$ cat config.mk
export PLATFORM = sky130hd
export DESIGN_NAME = buzzer_tone_gen
export DESIGN_NICKNAME = d
export VERILOG_FILES = /design/src/rtl/buz_pkg.sv /design/src/rtl/buz_tone_div.sv /design/src/rtl/buz_gate_seq.sv /design/src/rtl/buzzer_tone_gen.sv
export SDC_FILE = /design/constraint.sdc
export NUM_CORES = 1
export LEC_CHECK = 0
export BUFFER_PORTS_ARGS = -buffer_cell sky130_fd_sc_hd__buf_2
export CORE_MARGIN = 2
export CORE_UTILIZATION = 45
export CTS_BUF_LIST = sky130_fd_sc_hd__clkbuf_16
export CTS_CLUSTER_DIAMETER = 100
export DETAILED_ROUTE_END_ITERATION = 8
export PLACE_DENSITY = 0.64
export SYNTH_ARGS = -nofsm -noshare
export SYNTH_HDL_FRONTEND = slang
export SYNTH_SLANG_ARGS = --single-unit
$ cat constraint.sdc
create_clock -name clk -period 2.2 [get_ports clk]
set_input_delay 0.44 -clock clk [delete_from_list [all_inputs] [get_ports clk]]
set_output_delay 0.44 -clock clk [all_outputs]
set_load 0.01 [all_outputs]
$ cat src/rtl/buz_pkg.sv
package buz_pkg;

  typedef enum logic [1:0] {
    GATE_CONT = 2'd0,
    GATE_SHOT = 2'd1,
    GATE_10HZ = 2'd2,
    GATE_1HZ  = 2'd3
  } gate_mode_e;

  localparam int NUM_PITCH = 4;

  // Full tone period in reference ticks for a pitch code.
  function automatic int tone_period(input int tick_hz, input int code);
    case (code)
      0:       return tick_hz / 750;
      1:       return tick_hz / 1000;
      2:       return tick_hz / 1500;
      default: return tick_hz / 3000;
    endcase
  endfunction

endpackage

$ cat src/rtl/buz_tone_div.sv
module buz_tone_div
  import buz_pkg::*;
#(
  parameter int TICK_HZ = 75000
) (
  input  logic       clk,
  input  logic       rst_n,
  input  logic       clr,
  input  logic       adv,
  input  logic [1:0] freq_sel,
  output logic       tone_hi
);
  localparam int MAXP = TICK_HZ / 750;
  localparam int CW   = $clog2(MAXP + 1);

  logic [CW-1:0] per_tab [NUM_PITCH];
  logic [CW-1:0] low_tab [NUM_PITCH];
  logic [CW-1:0] cnt;

  for (genvar k = 0; k < NUM_PITCH; k++) begin : g_pitch
    localparam int P = tone_period(TICK_HZ, k);
    assign per_tab[k] = CW'(P);
    assign low_tab[k] = CW'((P + 1) / 2);
  end

  always_ff @(posedge clk) begin
    if (!rst_n || clr) cnt <= '0;
    else if (adv) cnt <= (cnt == per_tab[freq_sel] - CW'(1)) ? '0 : cnt + CW'(1);
  end

  assign tone_hi = (cnt >= low_tab[freq_sel]);

  a_r2_in_range: assert property (@(posedge clk) disable iff (!rst_n)
    cnt < per_tab[freq_sel]);
  a_r7_clear_low: assert property (@(posedge clk) disable iff (!rst_n)
    clr |=> !tone_hi);
  a_r11_hold: assert property (@(posedge clk) disable iff (!rst_n)
    (!clr && !adv) |=> $stable(cnt));
endmodule

$ cat src/rtl/buz_gate_seq.sv
module buz_gate_seq
  import buz_pkg::*;
#(
  parameter int TICK_HZ = 75000
) (
  input  logic       clk,
  input  logic       rst_n,
  input  logic       clr,
  input  logic       adv,
  input  gate_mode_e mode,
  output logic       gate_on,
  output logic       shot_last
);
  localparam int H10  = TICK_HZ / 20;
  localparam int H1   = TICK_HZ / 2;
  localparam int SHOT = TICK_HZ / 10;
  localparam int W10  = $clog2(2 * H10);
  localparam int W1   = $clog2(2 * H1);

  logic [W10-1:0] g10;
  logic [W1-1:0]  g1;

  always_ff @(posedge clk) begin
    if (!rst_n || clr) begin
      g10 <= '0;
      g1  <= '0;
    end else if (adv) begin
      g10 <= (g10 == W10'(2 * H10 - 1)) ? '0 : g10 + W10'(1);
      g1  <= (g1  == W1'(2 * H1 - 1))   ? '0 : g1 + W1'(1);
    end
  end

  always_comb begin
    case (mode)
      GATE_CONT: gate_on = 1'b1;
      GATE_SHOT: gate_on = 1'b1;
      GATE_10HZ: gate_on = (g10 < W10'(H10));
      default:   gate_on = (g1 < W1'(H1)) && (g10 < W10'(H10));
    endcase
  end

  assign shot_last = (mode == GATE_SHOT) && (g1 == W1'(SHOT - 1));

  a_r5_fast_range: assert property (@(posedge clk) disable iff (!rst_n)
    g10 < W10'(2 * H10));
  a_r6_windows_aligned: assert property (@(posedge clk) disable iff (!rst_n)
    (g1 == '0) |-> (g10 == '0));
  a_r11_hold: assert property (@(posedge clk) disable iff (!rst_n)
    (!clr && !adv) |=> ($stable(g1) && $stable(g10)));
endmodule

$ cat src/rtl/buzzer_tone_gen.sv
module buzzer_tone_gen
  import buz_pkg::*;
#(
  parameter int TICK_HZ = 75000
) (
  input  logic       clk,
  input  logic       rst_n,
  input  logic       tick_i,
  input  logic       buz_en_i,
  input  logic [1:0] freq_sel_i,
  input  logic [1:0] mode_sel_i,
  input  logic       start_i,
  input  logic       stop_i,
  input  logic       port_data_i,
  output logic       pin_o,
  output logic       shot_done_o
);
  logic [1:0] freq_q;
  logic [1:0] mode_q;
  logic       running_q;
  logic       done_q;
  logic       cfg_chg, restart, adv, fire, clr;
  logic       gate_on, shot_last, tone_hi;

  assign cfg_chg = (freq_sel_i != freq_q) || (mode_sel_i != mode_q);
  assign restart = start_i | stop_i | cfg_chg | !buz_en_i;
  assign adv     = tick_i & running_q & buz_en_i & !restart;
  assign fire    = adv & shot_last;
  assign clr     = restart | fire;

  always_ff @(posedge clk) begin
    if (!rst_n) begin
      freq_q    <= '0;
      mode_q    <= '0;
      running_q <= 1'b0;
      done_q    <= 1'b0;
    end else begin
      freq_q <= freq_sel_i;
      mode_q <= mode_sel_i;
      if (stop_i)       running_q <= 1'b0;
      else if (start_i) running_q <= 1'b1;
      else if (fire)    running_q <= 1'b0;
      if (start_i || cfg_chg) done_q <= 1'b0;
      else if (fire)          done_q <= 1'b1;
    end
  end

  buz_tone_div #(.TICK_HZ(TICK_HZ)) u_tone (
    .clk(clk), .rst_n(rst_n), .clr(clr), .adv(adv),
    .freq_sel(freq_q), .tone_hi(tone_hi)
  );

  buz_gate_seq #(.TICK_HZ(TICK_HZ)) u_gate (
    .clk(clk), .rst_n(rst_n), .clr(clr), .adv(adv),
    .mode(gate_mode_e'(mode_q)), .gate_on(gate_on), .shot_last(shot_last)
  );

  assign pin_o       = buz_en_i ? (running_q & gate_on & tone_hi) : port_data_i;
  assign shot_done_o = done_q;

  a_r9_stop_halts: assert property (@(posedge clk) disable iff (!rst_n)
    stop_i |=> !running_q);
  a_r10_start_clears: assert property (@(posedge clk) disable iff (!rst_n)
    start_i |=> !shot_done_o);
  a_r4_done_ends_run: assert property (@(posedge clk) disable iff (!rst_n)
    $rose(shot_done_o) |-> (!running_q && $past(mode_q) == 2'd1));
  a_r7_change_low: assert property (@(posedge clk) disable iff (!rst_n)
    (cfg_chg && buz_en_i) |=> (!pin_o || !buz_en_i));
endmodule

==> impl_table.tex <==
\begin{tabular}{lr}
\hline
Metric & Value \\
\hline
\multicolumn{2}{l}{\textbf{Outcome}} \\
Result of the run & finished, violations left \\
Failing checks & negative setup slack \\
\multicolumn{2}{l}{\textbf{Synthesis}} \\
Total of flip-flops plus latches after synthesis & between 40 and 50 \\
Number of enable flip-flop cells after synthesis & 0 \\
Post-synth top cells & sky130\_fd\_sc\_hd\_\_dfxtp\_1, sky130\_fd\_sc\_hd\_\_nor2\_1, sky130\_fd\_sc\_hd\_\_xnor2\_1, sky130\_fd\_sc\_hd\_\_nand3\_1 \\
Register area share after synthesis & 34.0\% \\
Synthesized net count & 320 \\
Mean Syn Cell Area & 8.44 um\^{}2 \\
Number of distinct library cell variants in the gate-level netlist after synthesis & 50 \\
Number of warnings issued by yosys & 0 \\
Most area-consuming cells after synthesis & sky130\_fd\_sc\_hd\_\_dfxtp\_1, sky130\_fd\_sc\_hd\_\_xnor2\_1, sky130\_fd\_sc\_hd\_\_nor2\_1 \\
Post-synth ARST share & 0\% \\
Yosys top cell area share & roughly a third \\
Cell count after synthesis & 300 \\
Mapped cell area & 2530 um\^{}2 \\
Cell type with the highest aggregate area in the netlist & sky130\_fd\_sc\_hd\_\_dfxtp\_1 \\
Predominant post-synthesis flop cell & sky130\_fd\_sc\_hd\_\_dfxtp\_1 \\
\multicolumn{2}{l}{\textbf{Worst setup path}} \\
Worst-case register-to-register setup slack & roughly 0.15 ns \\
Max Fanout on Critical Path & 5 \\
Critical Path Sink & pin\_o \\
Kind of critical path & flip-flop to output pin \\
Setup crit start & freq\_q[1] \\
Worst setup EP type & output pin \\
Launch instance of the worst register-to-register path & freq\_q[1] \\
Crit path arrival time & 1.81 ns \\
Number of cells on the worst reg-to-reg path & 6 \\
Reg2Reg Capture Point & u\_tone.cnt[4] \\
CP startpoint kind & flip-flop \\
Worst EP required & 1.76 ns \\
\multicolumn{2}{l}{\textbf{Detailed routing}} \\
DRT antenna net count & 0 \\
Routed vias & between 2000 and 2500 \\
Drt drc & 0 \\
Via density per instance & 5.61 \\
First DRT Iteration DRCs & 141 \\
Post-DR wirelength/cell & approximately 15 um \\
Number of optimization iterations in the first detailed-route pass & 4 \\
Sum of routed wire length over all layers & between 5000 and 6000 um \\
\multicolumn{2}{l}{\textbf{Global routing}} \\
Total gr overflow & 0 \\
Number of antenna violations at the first check in global routing & 0 \\
Via count of the first global-routing pass & 2023 \\
Global-route wire length before repair & between 9000 and 10000 um \\
GR Util All Layers & 19.8\% \\
Maximum number of pins on one net before global-route repair & 26 \\
\multicolumn{2}{l}{\textbf{CTS}} \\
Cts-stage hold buffer count & 0 \\
CTS sink count & 43 \\
Clock latency on the worst-skew pair & 0.28 ns \\
Buffer type at the clock tree root & sky130\_fd\_sc\_hd\_\_clkbuf\_16 \\
Clock tree from TritonCTS & done \\
Cts bufs inserted & 5 \\
Total number of H-tree levels & 2 \\
Number of buffers on the longest clock path & 2 \\
Reg clk slew, reported paths & 0.07 ns \\
\multicolumn{2}{l}{\textbf{Placed design}} \\
Final HPWL DP & between 4000 and 5000 um \\
Standard cell area after detailed placement & approximately 2700 um\^{}2 \\
Global placement routability congestion & a little over 0.8 \\
Port Buffers & 12 \\
\multicolumn{2}{l}{\textbf{Timing}} \\
Max-Slew Margin vs Limit & between 70\% and 80\% \\
Max Clock Skew & 0.00914 ns \\
Slew at the pin closest to its max-slew limit & 0.445 ns \\
Total of endpoints with negative setup slack in the final report & 1 \\
Setup ws final & -0.0480 ns \\
Setup repair after global routing missed its margin & true \\
Hold Fails Final Rpt & 0 \\
Crit share post-route & 102\% \\
FMAX & roughly 440 MHz \\
Min cycle time layout & 2.25 ns \\
Count of final max-slew check failures & 0 \\
\multicolumn{2}{l}{\textbf{Min path}} \\
HP Class & input pin to flip-flop \\
\multicolumn{2}{l}{\textbf{Final layout}} \\
Number of antenna diodes & 0 \\
Area of all placed cells without fillers & a little under 3000 um\^{}2 \\
Relative area change from synthesis to final layout & 17.5\% \\
Share of cells above drive strength 1 & a little under a fifth \\
Count of nets after finishing & around 340 \\
\multicolumn{2}{l}{\textbf{Die}} \\
Effective utilization at floorplan & $\sim$46\% \\
I/O pin count & 13 \\
Core region area & about 5500 um\^{}2 \\
Overall die width & between 70 and 80 um \\
Die outline area & $\sim$6200 um\^{}2 \\
\# rows & 27 \\
Vertical die dimension & 79 um \\
\multicolumn{2}{l}{\textbf{Pwr}} \\
Power density normalized to cell area & around 530 nW/um\^{}2 \\
Power, Total & around 1600 uW \\
Leakage power of the design & just over 0.0009 uW \\
Max rail drop VDD & between 0.4 and 0.5 mV \\
\multicolumn{2}{l}{\textbf{Flow run}} \\
Number of maximum-capacitance violations & 0 \\
\hline
\end{tabular}
==> logic make-up (layout without fill, tap and decap cells) <==
family / count (synthesis) / after routing / share of synthesized area, %
simple gates: 161 / 161 / 36.4
flops: 43 / 43 / 34.0
xor+xnor: 38 / 38 / 13.1
buf+inv: 25 / 50 / 4.30
compound gates: 22 / 22 / 6.87
fa+ha+maj: 9 / 9 / 4.45
mux: 2 / 2 / 0.791
==> layout make-up <==
type                    count  area, um^2
well taps                  72        90.1
clock buffers               5         125
fillers                   517        2500
inverters                  13        48.8
flip-flops and latches     43         872
multi-input cells         232        1640
repair buffers             29         188
clock inverters             3        12.5
==> what timing repair did <==
action / in CTS / in global routing
endpoints found under the hold margin: 0 / 0
buffers inserted: 1 / 0
pin swaps: 7 / 0
resized for setup: 14 / 5
endpoints found under the setup margin: 1 / 1
==> worst max-delay path: stages (launching register included) <==
cell	delay, ns
sky130_fd_sc_hd__dfxtp_4	0.40
sky130_fd_sc_hd__inv_1	0.07
sky130_fd_sc_hd__ha_1	0.23
sky130_fd_sc_hd__a2111oi_4	0.30
sky130_fd_sc_hd__o21ai_2	0.10
sky130_fd_sc_hd__a32o_1	0.28
sky130_fd_sc_hd__buf_2	0.14
==> registers in the layout (all words and copies together), names as in the netlist <==
signal / count
u_gate.g10: 13
running_q: 1
u_tone.cnt: 7
mode_q: 2
u_gate.g1: 17
shot_done_o: 1
freq_q: 2
==> power breakdown <==
group | switching (uW) | total (uW) | internal (uW)
Sequential | 8.90 | 791 | 782
Combinational | 47.7 | 82.7 | 35.0
Clock | 294 | 704 | 410
==> routing by layer <==
layer	share of wire, %	global-route usage (%)
met5	0	0
met4	0.65	5.00
met3	2.8	4.20
met2	48	31.4
met1	49	27.4
==> stage by stage <==
stage | hold WS, ns | setup slack [ns] | setup TNS [ns] | instances | utilization (%)
global route | 0.397 | -0.0927 | -0.0927 | 397 | 54.3
global placement | 0.504 | 0.0881 | 0 | 388 | 50.1
finish | 0.381 | -0.0480 | -0.0480 | 397 | 54.3
floorplan | 0.466 | 0.302 | 0 | 300 | -
CTS | 0.381 | -0.0359 | -0.0359 | 397 | 53.9
detailed placement | 0.499 | 0.0469 | 0 | 388 | 50.1
==> cell usage in the layout, fill, tap and decap left out, types with 2 or more instances in the layout <==
| cell type | instances |
|---|---|
| sky130_fd_sc_hd__and2_1 | 5 |
| sky130_fd_sc_hd__o21ai_2 | 4 |
| sky130_fd_sc_hd__or4bb_1 | 4 |
| sky130_fd_sc_hd__and4_1 | 4 |
| sky130_fd_sc_hd__inv_1 | 14 |
| sky130_fd_sc_hd__nand3_1 | 19 |
| sky130_fd_sc_hd__nand4_1 | 14 |
| sky130_fd_sc_hd__dfxtp_2 | 3 |
| sky130_fd_sc_hd__dfxtp_1 | 38 |
| sky130_fd_sc_hd__ha_4 | 3 |
| sky130_fd_sc_hd__mux2i_1 | 2 |
| sky130_fd_sc_hd__a21boi_0 | 2 |
| sky130_fd_sc_hd__a211oi_1 | 2 |
| sky130_fd_sc_hd__clkbuf_16 | 5 |
| sky130_fd_sc_hd__buf_2 | 12 |
| sky130_fd_sc_hd__nand2_1 | 13 |
| sky130_fd_sc_hd__nor3_1 | 18 |
| sky130_fd_sc_hd__nor2_1 | 43 |
| sky130_fd_sc_hd__or3b_2 | 2 |
| sky130_fd_sc_hd__dfxtp_4 | 2 |
| sky130_fd_sc_hd__buf_4 | 17 |
| sky130_fd_sc_hd__and3_1 | 4 |
| sky130_fd_sc_hd__a21oi_1 | 2 |
| sky130_fd_sc_hd__ha_1 | 6 |
| sky130_fd_sc_hd__nand2b_1 | 2 |
| sky130_fd_sc_hd__nor4_1 | 18 |
| sky130_fd_sc_hd__xnor2_1 | 37 |
| sky130_fd_sc_hd__o21ai_0 | 2 |
==> worst min path at each step <==
stage                              to  slack (ns)          start  cells after the start
final                       mode_q[1]        0.38  mode_sel_i[1]                      2
after global routing        mode_q[1]        0.40  mode_sel_i[1]                      2
after CTS                   mode_q[1]        0.38  mode_sel_i[1]                      2
after detailed placement  shot_done_o        0.50    shot_done_o                      1
after global placement    shot_done_o        0.50    shot_done_o                      1
after floorplan             running_q        0.47      running_q                      2
No activity file was read; power rests on OpenSTA's default activity.
